## src/rtl/drr_pkg.sv

```systemverilog
package drr_pkg;
  typedef enum logic {ST_IDLE = 1'b0, ST_ACTIVE = 1'b1} drr_state_e;
  // queue index equals request direction: downstream read fills the up queue
  localparam int Q_UP = 0;
  localparam int Q_DN = 1;
  localparam int NUM_Q = 2;
endpackage

```

## src/rtl/drr_attempt_ctr.sv

```systemverilog
module drr_attempt_ctr #(
  parameter int CNT_W     = 33,
  parameter longint LIMIT_DEF = 64'd16777216
) (
  input  logic             clk_i,
  input  logic             rst_ni,
  input  logic             clear_i,
  input  logic             inc_i,
  input  logic [CNT_W-1:0] cfg_limit_i,
  output logic             exhaust_o
);
  localparam logic [CNT_W-1:0] DefLim = CNT_W'(LIMIT_DEF);

  logic [CNT_W-1:0] cnt_q, cnt_nxt, lim;

  assign lim       = (cfg_limit_i == '0) ? DefLim : cfg_limit_i;
  assign cnt_nxt   = cnt_q + 1'b1;
  assign exhaust_o = inc_i && (cnt_nxt >= lim);

  always_ff @(posedge clk_i or negedge rst_ni) begin
    if (!rst_ni)                 cnt_q <= '0;
    else if (clear_i)            cnt_q <= '0;
    else if (inc_i && !exhaust_o) cnt_q <= cnt_nxt;
  end

  // the stored count never reaches the active limit
  p_cnt_below_limit_r1: assert property (@(posedge clk_i) disable iff (!rst_ni)
    !clear_i |-> cnt_q < lim);
endmodule

```

## src/rtl/drr_rdq_steer.sv

```systemverilog
module drr_rdq_steer
  import drr_pkg::*;
#(
  parameter int DW = 32
) (
  input  logic                 clk_i,
  input  logic                 rst_ni,
  input  logic                 beat_i,
  input  logic                 cmpl_i,
  input  logic                 dir_i,
  input  logic [DW-1:0]        data_i,
  input  logic [NUM_Q-1:0]     full_i,
  output logic                 full_sel_o,
  output logic [NUM_Q-1:0]     push_o,
  output logic [NUM_Q-1:0]     cmpl_o,
  output logic [NUM_Q-1:0][DW-1:0] data_o
);
  assign full_sel_o = full_i[dir_i];

  for (genvar g = 0; g < NUM_Q; g++) begin : g_q
    logic sel;
    assign sel = (int'(dir_i) == g);

    always_ff @(posedge clk_i or negedge rst_ni) begin
      if (!rst_ni) begin
        push_o[g] <= 1'b0;
        cmpl_o[g] <= 1'b0;
        data_o[g] <= '0;
      end else begin
        push_o[g] <= beat_i && sel;
        cmpl_o[g] <= cmpl_i && sel;
        if (beat_i && sel) data_o[g] <= data_i;
      end
    end

    // no push into a queue that reported full
    p_push_room_r9: assert property (@(posedge clk_i) disable iff (!rst_ni)
      push_o[g] |-> $past(!full_i[g]));
  end
endmodule

```

## src/rtl/drr_ctrl.sv

```systemverilog
module drr_ctrl
  import drr_pkg::*;
#(
  parameter int AW = 32,
  parameter int LW = 8
) (
  input  logic          clk_i,
  input  logic          rst_ni,
  input  logic          req_valid_i,
  output logic          req_ready_o,
  input  logic [AW-1:0] req_addr_i,
  input  logic          req_dir_i,
  input  logic [LW-1:0] req_len_i,
  input  logic          cfg_serr_en_i,
  output logic          tgt_issue_o,
  output logic [AW-1:0] tgt_addr_o,
  output logic          tgt_stop_o,
  input  logic          tgt_devsel_i,
  input  logic          tgt_trdy_i,
  input  logic          tgt_retry_i,
  input  logic          tgt_disc_i,
  input  logic          full_sel_i,
  input  logic          exhaust_i,
  output logic          beat_o,
  output logic          cmpl_o,
  output logic          dir_o,
  output logic          cnt_clear_o,
  output logic          cnt_inc_o,
  output logic          err_o,
  output logic          serr_o
);
  drr_state_e state_q;
  logic          got_q, dir_q;
  logic [LW-1:0] len_q, beats_q;
  logic [AW-1:0] addr_q;
  logic active, last, retry_ev, err_ev, end_ev;

  assign active      = (state_q == ST_ACTIVE);
  assign req_ready_o = !active;
  assign cnt_clear_o = !active;
  assign dir_o       = dir_q;
  assign tgt_addr_o  = addr_q;

  // hold off the attempt while the destination queue has no room for a first word
  assign tgt_issue_o = active && !(full_sel_i && !got_q);
  assign beat_o      = tgt_issue_o && tgt_devsel_i && tgt_trdy_i && !tgt_retry_i && !full_sel_i;
  assign last        = beat_o && (beats_q + 1'b1 == len_q);
  assign retry_ev    = tgt_issue_o && tgt_retry_i && !got_q;
  assign cnt_inc_o   = retry_ev;
  assign err_ev      = retry_ev && exhaust_i;
  assign end_ev      = (beat_o && (tgt_disc_i || last)) ||
                       (tgt_issue_o && got_q && !beat_o && (tgt_retry_i || tgt_disc_i || full_sel_i));
  assign tgt_stop_o  = tgt_issue_o && (last || (got_q && full_sel_i));
  assign cmpl_o      = end_ev;

  always_ff @(posedge clk_i or negedge rst_ni) begin
    if (!rst_ni) begin
      state_q <= ST_IDLE;
      got_q   <= 1'b0;
      dir_q   <= 1'b0;
      len_q   <= '0;
      beats_q <= '0;
      addr_q  <= '0;
      err_o   <= 1'b0;
      serr_o  <= 1'b0;
    end else begin
      err_o  <= err_ev;
      serr_o <= err_ev && cfg_serr_en_i;
      if (!active) begin
        if (req_valid_i) begin
          state_q <= ST_ACTIVE;
          got_q   <= 1'b0;
          dir_q   <= req_dir_i;
          len_q   <= req_len_i;
          beats_q <= '0;
          addr_q  <= req_addr_i;
        end
      end else begin
        if (beat_o) begin
          got_q   <= 1'b1;
          beats_q <= beats_q + 1'b1;
        end
        if (end_ev || err_ev) state_q <= ST_IDLE;
      end
    end
  end

  // an exhausted request leaves the engine idle
  p_err_drops_r2: assert property (@(posedge clk_i) disable iff (!rst_ni)
    err_o |-> !active);
endmodule

```

## src/rtl/dread_retry_engine.sv

```systemverilog
module dread_retry_engine
  import drr_pkg::*;
#(
  parameter int     DW        = 32,
  parameter int     AW        = 32,
  parameter int     LW        = 8,
  parameter int     CNT_W     = 33,
  parameter longint LIMIT_DEF = 64'd16777216
) (
  input  logic             clk_i,
  input  logic             rst_ni,
  input  logic             req_valid_i,
  output logic             req_ready_o,
  input  logic [AW-1:0]    req_addr_i,
  input  logic             req_dir_i,
  input  logic [LW-1:0]    req_len_i,
  input  logic [CNT_W-1:0] cfg_retry_limit_i,
  input  logic             cfg_serr_en_i,
  output logic             tgt_issue_o,
  output logic [AW-1:0]    tgt_addr_o,
  output logic             tgt_stop_o,
  input  logic             tgt_devsel_i,
  input  logic             tgt_trdy_i,
  input  logic             tgt_retry_i,
  input  logic             tgt_disc_i,
  input  logic [DW-1:0]    tgt_data_i,
  input  logic             up_full_i,
  output logic             up_push_o,
  output logic [DW-1:0]    up_data_o,
  output logic             up_cmpl_o,
  input  logic             dn_full_i,
  output logic             dn_push_o,
  output logic [DW-1:0]    dn_data_o,
  output logic             dn_cmpl_o,
  output logic             err_event_o,
  output logic             serr_o
);
  logic beat, cmpl, dir, full_sel, exhaust, cnt_clear, cnt_inc;
  logic [NUM_Q-1:0] full_v, push_v, cmpl_v;
  logic [NUM_Q-1:0][DW-1:0] data_v;

  assign full_v[Q_UP] = up_full_i;
  assign full_v[Q_DN] = dn_full_i;
  assign up_push_o = push_v[Q_UP];
  assign dn_push_o = push_v[Q_DN];
  assign up_cmpl_o = cmpl_v[Q_UP];
  assign dn_cmpl_o = cmpl_v[Q_DN];
  assign up_data_o = data_v[Q_UP];
  assign dn_data_o = data_v[Q_DN];

  drr_ctrl #(.AW(AW), .LW(LW)) u_ctrl (
    .clk_i, .rst_ni, .req_valid_i, .req_ready_o, .req_addr_i, .req_dir_i, .req_len_i,
    .cfg_serr_en_i, .tgt_issue_o, .tgt_addr_o, .tgt_stop_o, .tgt_devsel_i, .tgt_trdy_i,
    .tgt_retry_i, .tgt_disc_i,
    .full_sel_i(full_sel), .exhaust_i(exhaust), .beat_o(beat), .cmpl_o(cmpl), .dir_o(dir),
    .cnt_clear_o(cnt_clear), .cnt_inc_o(cnt_inc), .err_o(err_event_o), .serr_o(serr_o)
  );

  drr_attempt_ctr #(.CNT_W(CNT_W), .LIMIT_DEF(LIMIT_DEF)) u_ctr (
    .clk_i, .rst_ni, .clear_i(cnt_clear), .inc_i(cnt_inc),
    .cfg_limit_i(cfg_retry_limit_i), .exhaust_o(exhaust)
  );

  drr_rdq_steer #(.DW(DW)) u_steer (
    .clk_i, .rst_ni, .beat_i(beat), .cmpl_i(cmpl), .dir_i(dir), .data_i(tgt_data_i),
    .full_i(full_v), .full_sel_o(full_sel), .push_o(push_v), .cmpl_o(cmpl_v), .data_o(data_v)
  );

  p_serr_gated_r3: assert property (@(posedge clk_i) disable iff (!rst_ni)
    serr_o |-> err_event_o && $past(cfg_serr_en_i));
  p_data_needs_hs_r5: assert property (@(posedge clk_i) disable iff (!rst_ni)
    (up_push_o || dn_push_o) |-> $past(tgt_devsel_i && tgt_trdy_i && tgt_issue_o));
  p_one_queue_r7: assert property (@(posedge clk_i) disable iff (!rst_ni)
    $onehot0({up_push_o, dn_push_o}));
  p_err_no_push_r2: assert property (@(posedge clk_i) disable iff (!rst_ni)
    err_event_o |-> req_ready_o && !up_push_o && !dn_push_o);
endmodule

```

## config.mk

```make
export PLATFORM = sky130hd
export DESIGN_NAME = dread_retry_engine
export DESIGN_NICKNAME = d
export VERILOG_FILES = /design/src/rtl/drr_pkg.sv /design/src/rtl/drr_attempt_ctr.sv /design/src/rtl/drr_rdq_steer.sv /design/src/rtl/drr_ctrl.sv /design/src/rtl/dread_retry_engine.sv
export SDC_FILE = /design/constraint.sdc
export NUM_CORES = 1
export LEC_CHECK = 0
export ABC_AREA = 1
export ABC_CLOCK_PERIOD_IN_PS = 6500
export CAP_MARGIN = 40
export CELL_PAD_IN_SITES_DETAIL_PLACEMENT = 0
export CELL_PAD_IN_SITES_GLOBAL_PLACEMENT = 1
export CORE_MARGIN = 2
export CORE_UTILIZATION = 35
export CTS_BUF_LIST = sky130_fd_sc_hd__clkbuf_2
export CTS_CLUSTER_DIAMETER = 40
export DETAILED_ROUTE_END_ITERATION = 10
export PLACE_DENSITY = 0.92
export SETUP_SLACK_MARGIN = 0.1
export SYNTH_ARGS = -nofsm -noshare
export SYNTH_HDL_FRONTEND = slang
export SYNTH_SLANG_ARGS = --single-unit
```

## constraint.sdc

```tcl
create_clock -name clk_i -period 6.5 [get_ports clk_i]
set_input_delay 1.625 -clock clk_i [delete_from_list [all_inputs] [get_ports clk_i]]
set_output_delay 1.625 -clock clk_i [all_outputs]
set_load 0.02 [all_outputs]
```

==> results.md <==
* Status: finished, final reports clean
* Num CTS Buffers at 17
* RR Startpoint: u_ctr.cnt_q[0]
* LEAKAGE at between 5 and 6 nW
* Syn nets at roughly 1.2k
* Core area at about 23000 um^2
* Largest net degree at the start of global routing at 90
* Critical R2R Capture: u_ctr.cnt_q[9]
* RePlAce Congestion at between 0.8 and 0.9
* Slowest Stage Delay on Critical Path at 0.62 ns
* Die Span X at ~160 um
* Row count at 55
* Pwr per Cell Area at 332 nW/um^2
* Crit path kind: input pin to output port
* Critical path peak fanout at 5
* Share of the synthesized area in the top cell type at between 40 and 50%
* Share of layout cells above drive strength 1 at between 4 and 5%
* Worst setup SP type: input pin
* Adder-cell area share of the yosys netlist at 5.43%
* Sw Pwr at roughly 0.0015 W
* Via density at 4.63
* Synth area leader: dfrtp_1
* Height of the die at roughly 160 um
* Hold Path Origin: u_steer.data_o[53]
* Hold Path Class: register to register
* Switching Fraction at between 40% and 50%
* Nets@finish at around 1.4k
* CTS sink cnt at 154
* Synthesized area per cell at 7.80 um^2
* Critical path startpoint: up_full_i
* Post CTS Setup Buffer Count at 0
* Worst skew pair latency at approximately 0.73 ns
* Dpl hpwl at approximately 17000 um
* Setup TNS Final at 0 ns
* Min Tclk post-route at between 5 and 6 ns
* Post-synth cell types at 34
* Clk pwr share at 15.5%
* Post-layout power at approximately 0.0036 W
* Largest family of logic cells by synthesized area: simple AND/OR/NAND/NOR gates
* Post-route ant nets at 0
* Power Internal at between 0.002 and 0.0025 W
* Reg power frac at about two fifths
* Max_slew headroom at about 54%
* # H-tree levels at 4
* Initial Util at roughly 36%
* Critical-path top delay cell: clkdlybuf4s50_1
* Root buf cell: clkbuf_2
* Seq. cell area at roughly 3900 um^2
* Final Slew Violations at 0
* Clk_skew at about 0.052 ns
* Tcrit/Tclk final at approximately 80%
* FMAX at approximately 190 MHz
* Top cells by area, synth: dfrtp_1, nand2_1, inv_1, ha_1, o21ai_0
* Final hold viol count at 0
* Crit path to: tgt_stop_o
* Cell chain of the critical path: clkdlybuf4s50_1 > or2_1 > o21ai_2 > nand2_2 > nor2_4 > nand2_1 > nor2_1 > nand3_1 > a21oi_1 > clkdlybuf4s50_1
* Clock-pin slew on the worst setup and hold paths at between 0.2 and 0.3 ns
* Gr usage total at 18.8%
* Grt total ovfl at 0
* Routed len/inst at 14.3 um
* RSZ-0062 raised after global routing: false
* R2R Setup Slk at 2.97 ns
* DR iter-0 viols at 341
* IO buf count at 220
* CTS tree: done
* # DRC at 0
* Worst setup EP type: output port
* Crit path top cell by count: clkdlybuf4s50_1
* Vias in the first global route at between 7k and 8k
* Synth Instances at between 1k and 1.5k
* EDFF count, synth at 0
* Total Routed Length at between 20000 and 25000 um
* Detailed Routing Iterations Pass 1 at 5
* Layout overhead on the synthesized area at 34.8%
* Bufs on Longest Clock Path at 2
* CTS resizes at 0
* # setup viols final at 0
* Die Area at 24300 um^2
* Synth Area in Simple Gates at between 20% and 30%
* Logic pwr share at roughly 44%
* Via count at 7173
* Cell Area, Synth at 8060 um^2
* Most common cell after layout, fill and taps aside: nand2_1
* Asr flop ratio synth at 100%
* Max_cap viols at 0
* Initial antenna violation count at 2
* Synth Warn # at 0
* Worst slew pin tran at approximately 0.69 ns
* Main synth FF type: dfrtp_1
* XOR/XNOR Fraction of Synth Area at under 10%
* First-pass GRT wire length at about 36000 um
* Reg2Reg Depth at 18
* VDD IR max at roughly 0.00022 V
* CTS Hold Bufs at 0
* Most frequent cells in the layout: nand2_1, clkdlybuf4s50_1, dfrtp_1
* Critical path arrival at approximately 3.7 ns
* Synth Register Bits at ~150
* Proportion of synthesized area in mux cells at 0%
* Area of the multi-input gates at ~3500 um^2
* Compound-Gate Fraction of Synth Area at 6.22%
* Worst Hold Depth at 2
* WP data required at 4.88 ns
* Io pins at between 200 and 250
* Fillers at 2198
* Share of the yosys chip area belonging to registers at a little under half
## layer usage
| layer | part of all wire [%] | vias to the layer above | GRT usage, % |
|---|---|---|---|
| li1 | - | 3701 | - |
| met1 | 41 | 3259 | 21.9 |
| met2 | 48 | 195 | 31.9 |
| met3 | 8.7 | 18 | 8.17 |
| met4 | 1.7 | 0 | 4.63 |
| met5 | 0 | - | 0 |
## power groups by stage
stage / logic [W] / clock network [W] / registers, W
global route: 0.00175 / 0.000631 / 0.00148
finish: 0.00160 / 0.000560 / 0.00144
detailed placement: 0.00162 / 0 / 0.00146
CTS: 0.00162 / 0.000593 / 0.00145
floorplan: 0.000476 / 0 / 0.00176
global placement: 0.00160 / 0 / 0.00145
## kinds of logic after synthesis
| logic type | Yosys count |
|---|---|
| simple gates | 539 |
| buf+inv | 177 |
| flops | 154 |
| compound gates | 97 |
| fa+ha+maj | 35 |
| xor+xnor | 32 |
## Yosys cell counts (3+ instances only)
cell type  number
nand2_1       368
dfrtp_1       154
inv_1         138
o21ai_0        67
nand3_1        59
nor2_1         46
ha_1           35
nand4_1        28
xor2_1         23
buf_2          15
clkbuf_1       15
a21oi_1        13
nor4_1         11
nor3_1         10
o21ai_1         9
xnor2_1         7
inv_2           6
o22ai_1         4
buf_1           3
nand3b_1        3
nor2_2          3
## worst max-delay path: cells and delay by family
family | cells | cell delay (ns)
AND/OR/NAND/NOR | 6 | 0.79
AO/OA/AOI/OAI | 2 | 0.23
buffers and inverters | 2 | 1.02
## flip-flops by register name (all words and copies together), names as in the netlist
signal             count
u_ctrl.got_q           1
u_steer.data_o        64
u_ctrl.serr_o          1
u_ctrl.err_o           1
u_steer.push_o         2
u_ctr.cnt_q           33
u_ctrl.beats_q         8
u_ctrl.tgt_addr_o     32
u_ctrl.active          1
u_ctrl.dir_o           1
u_steer.cmpl_o         2
u_ctrl.len_q           8
## worst min-delay path by stage
stage | to | slack [ns]
6_report | u_steer.data_o[53] | 0.52
5_1_grt | u_ctr.cnt_q[7] | 0.50
4_1_cts | u_ctrl.tgt_addr_o[29] | 0.53
3_5_place_dp | u_ctrl.tgt_addr_o[13] | 0.46
3_3_place_gp | u_ctrl.tgt_addr_o[12] | 0.46
2_1_floorplan | u_steer.cmpl_o[0] | 0.46
## through the flow
step | worst slack, ns | cell area (um^2) | std cells | hold WS (ns) | util (%)
after floorplan | 2.13 | 8060 | 1034 | 0.456 | -
after global placement | 1.23 | 10500 | 1511 | 0.461 | 46.4
after detailed placement | 1.21 | 10600 | 1515 | 0.464 | 46.9
after CTS | 1.21 | 10900 | 1547 | 0.529 | 48.0
after global routing | 1.05 | 10900 | 1548 | 0.502 | 48.0
final | 1.21 | 10900 | 1548 | 0.520 | 48.0
## layout make-up
type	instances	share of cell area (%)
flip-flops and latches	154	35.5
well taps	285	3.28
inverters	144	4.97
clock inverters	15	1.55
repair buffers	229	21.5
diodes	1	0.0230
clock buffers	17	0.783
multi-input cells	703	32.4
Power figures use the tool's default switching activity.
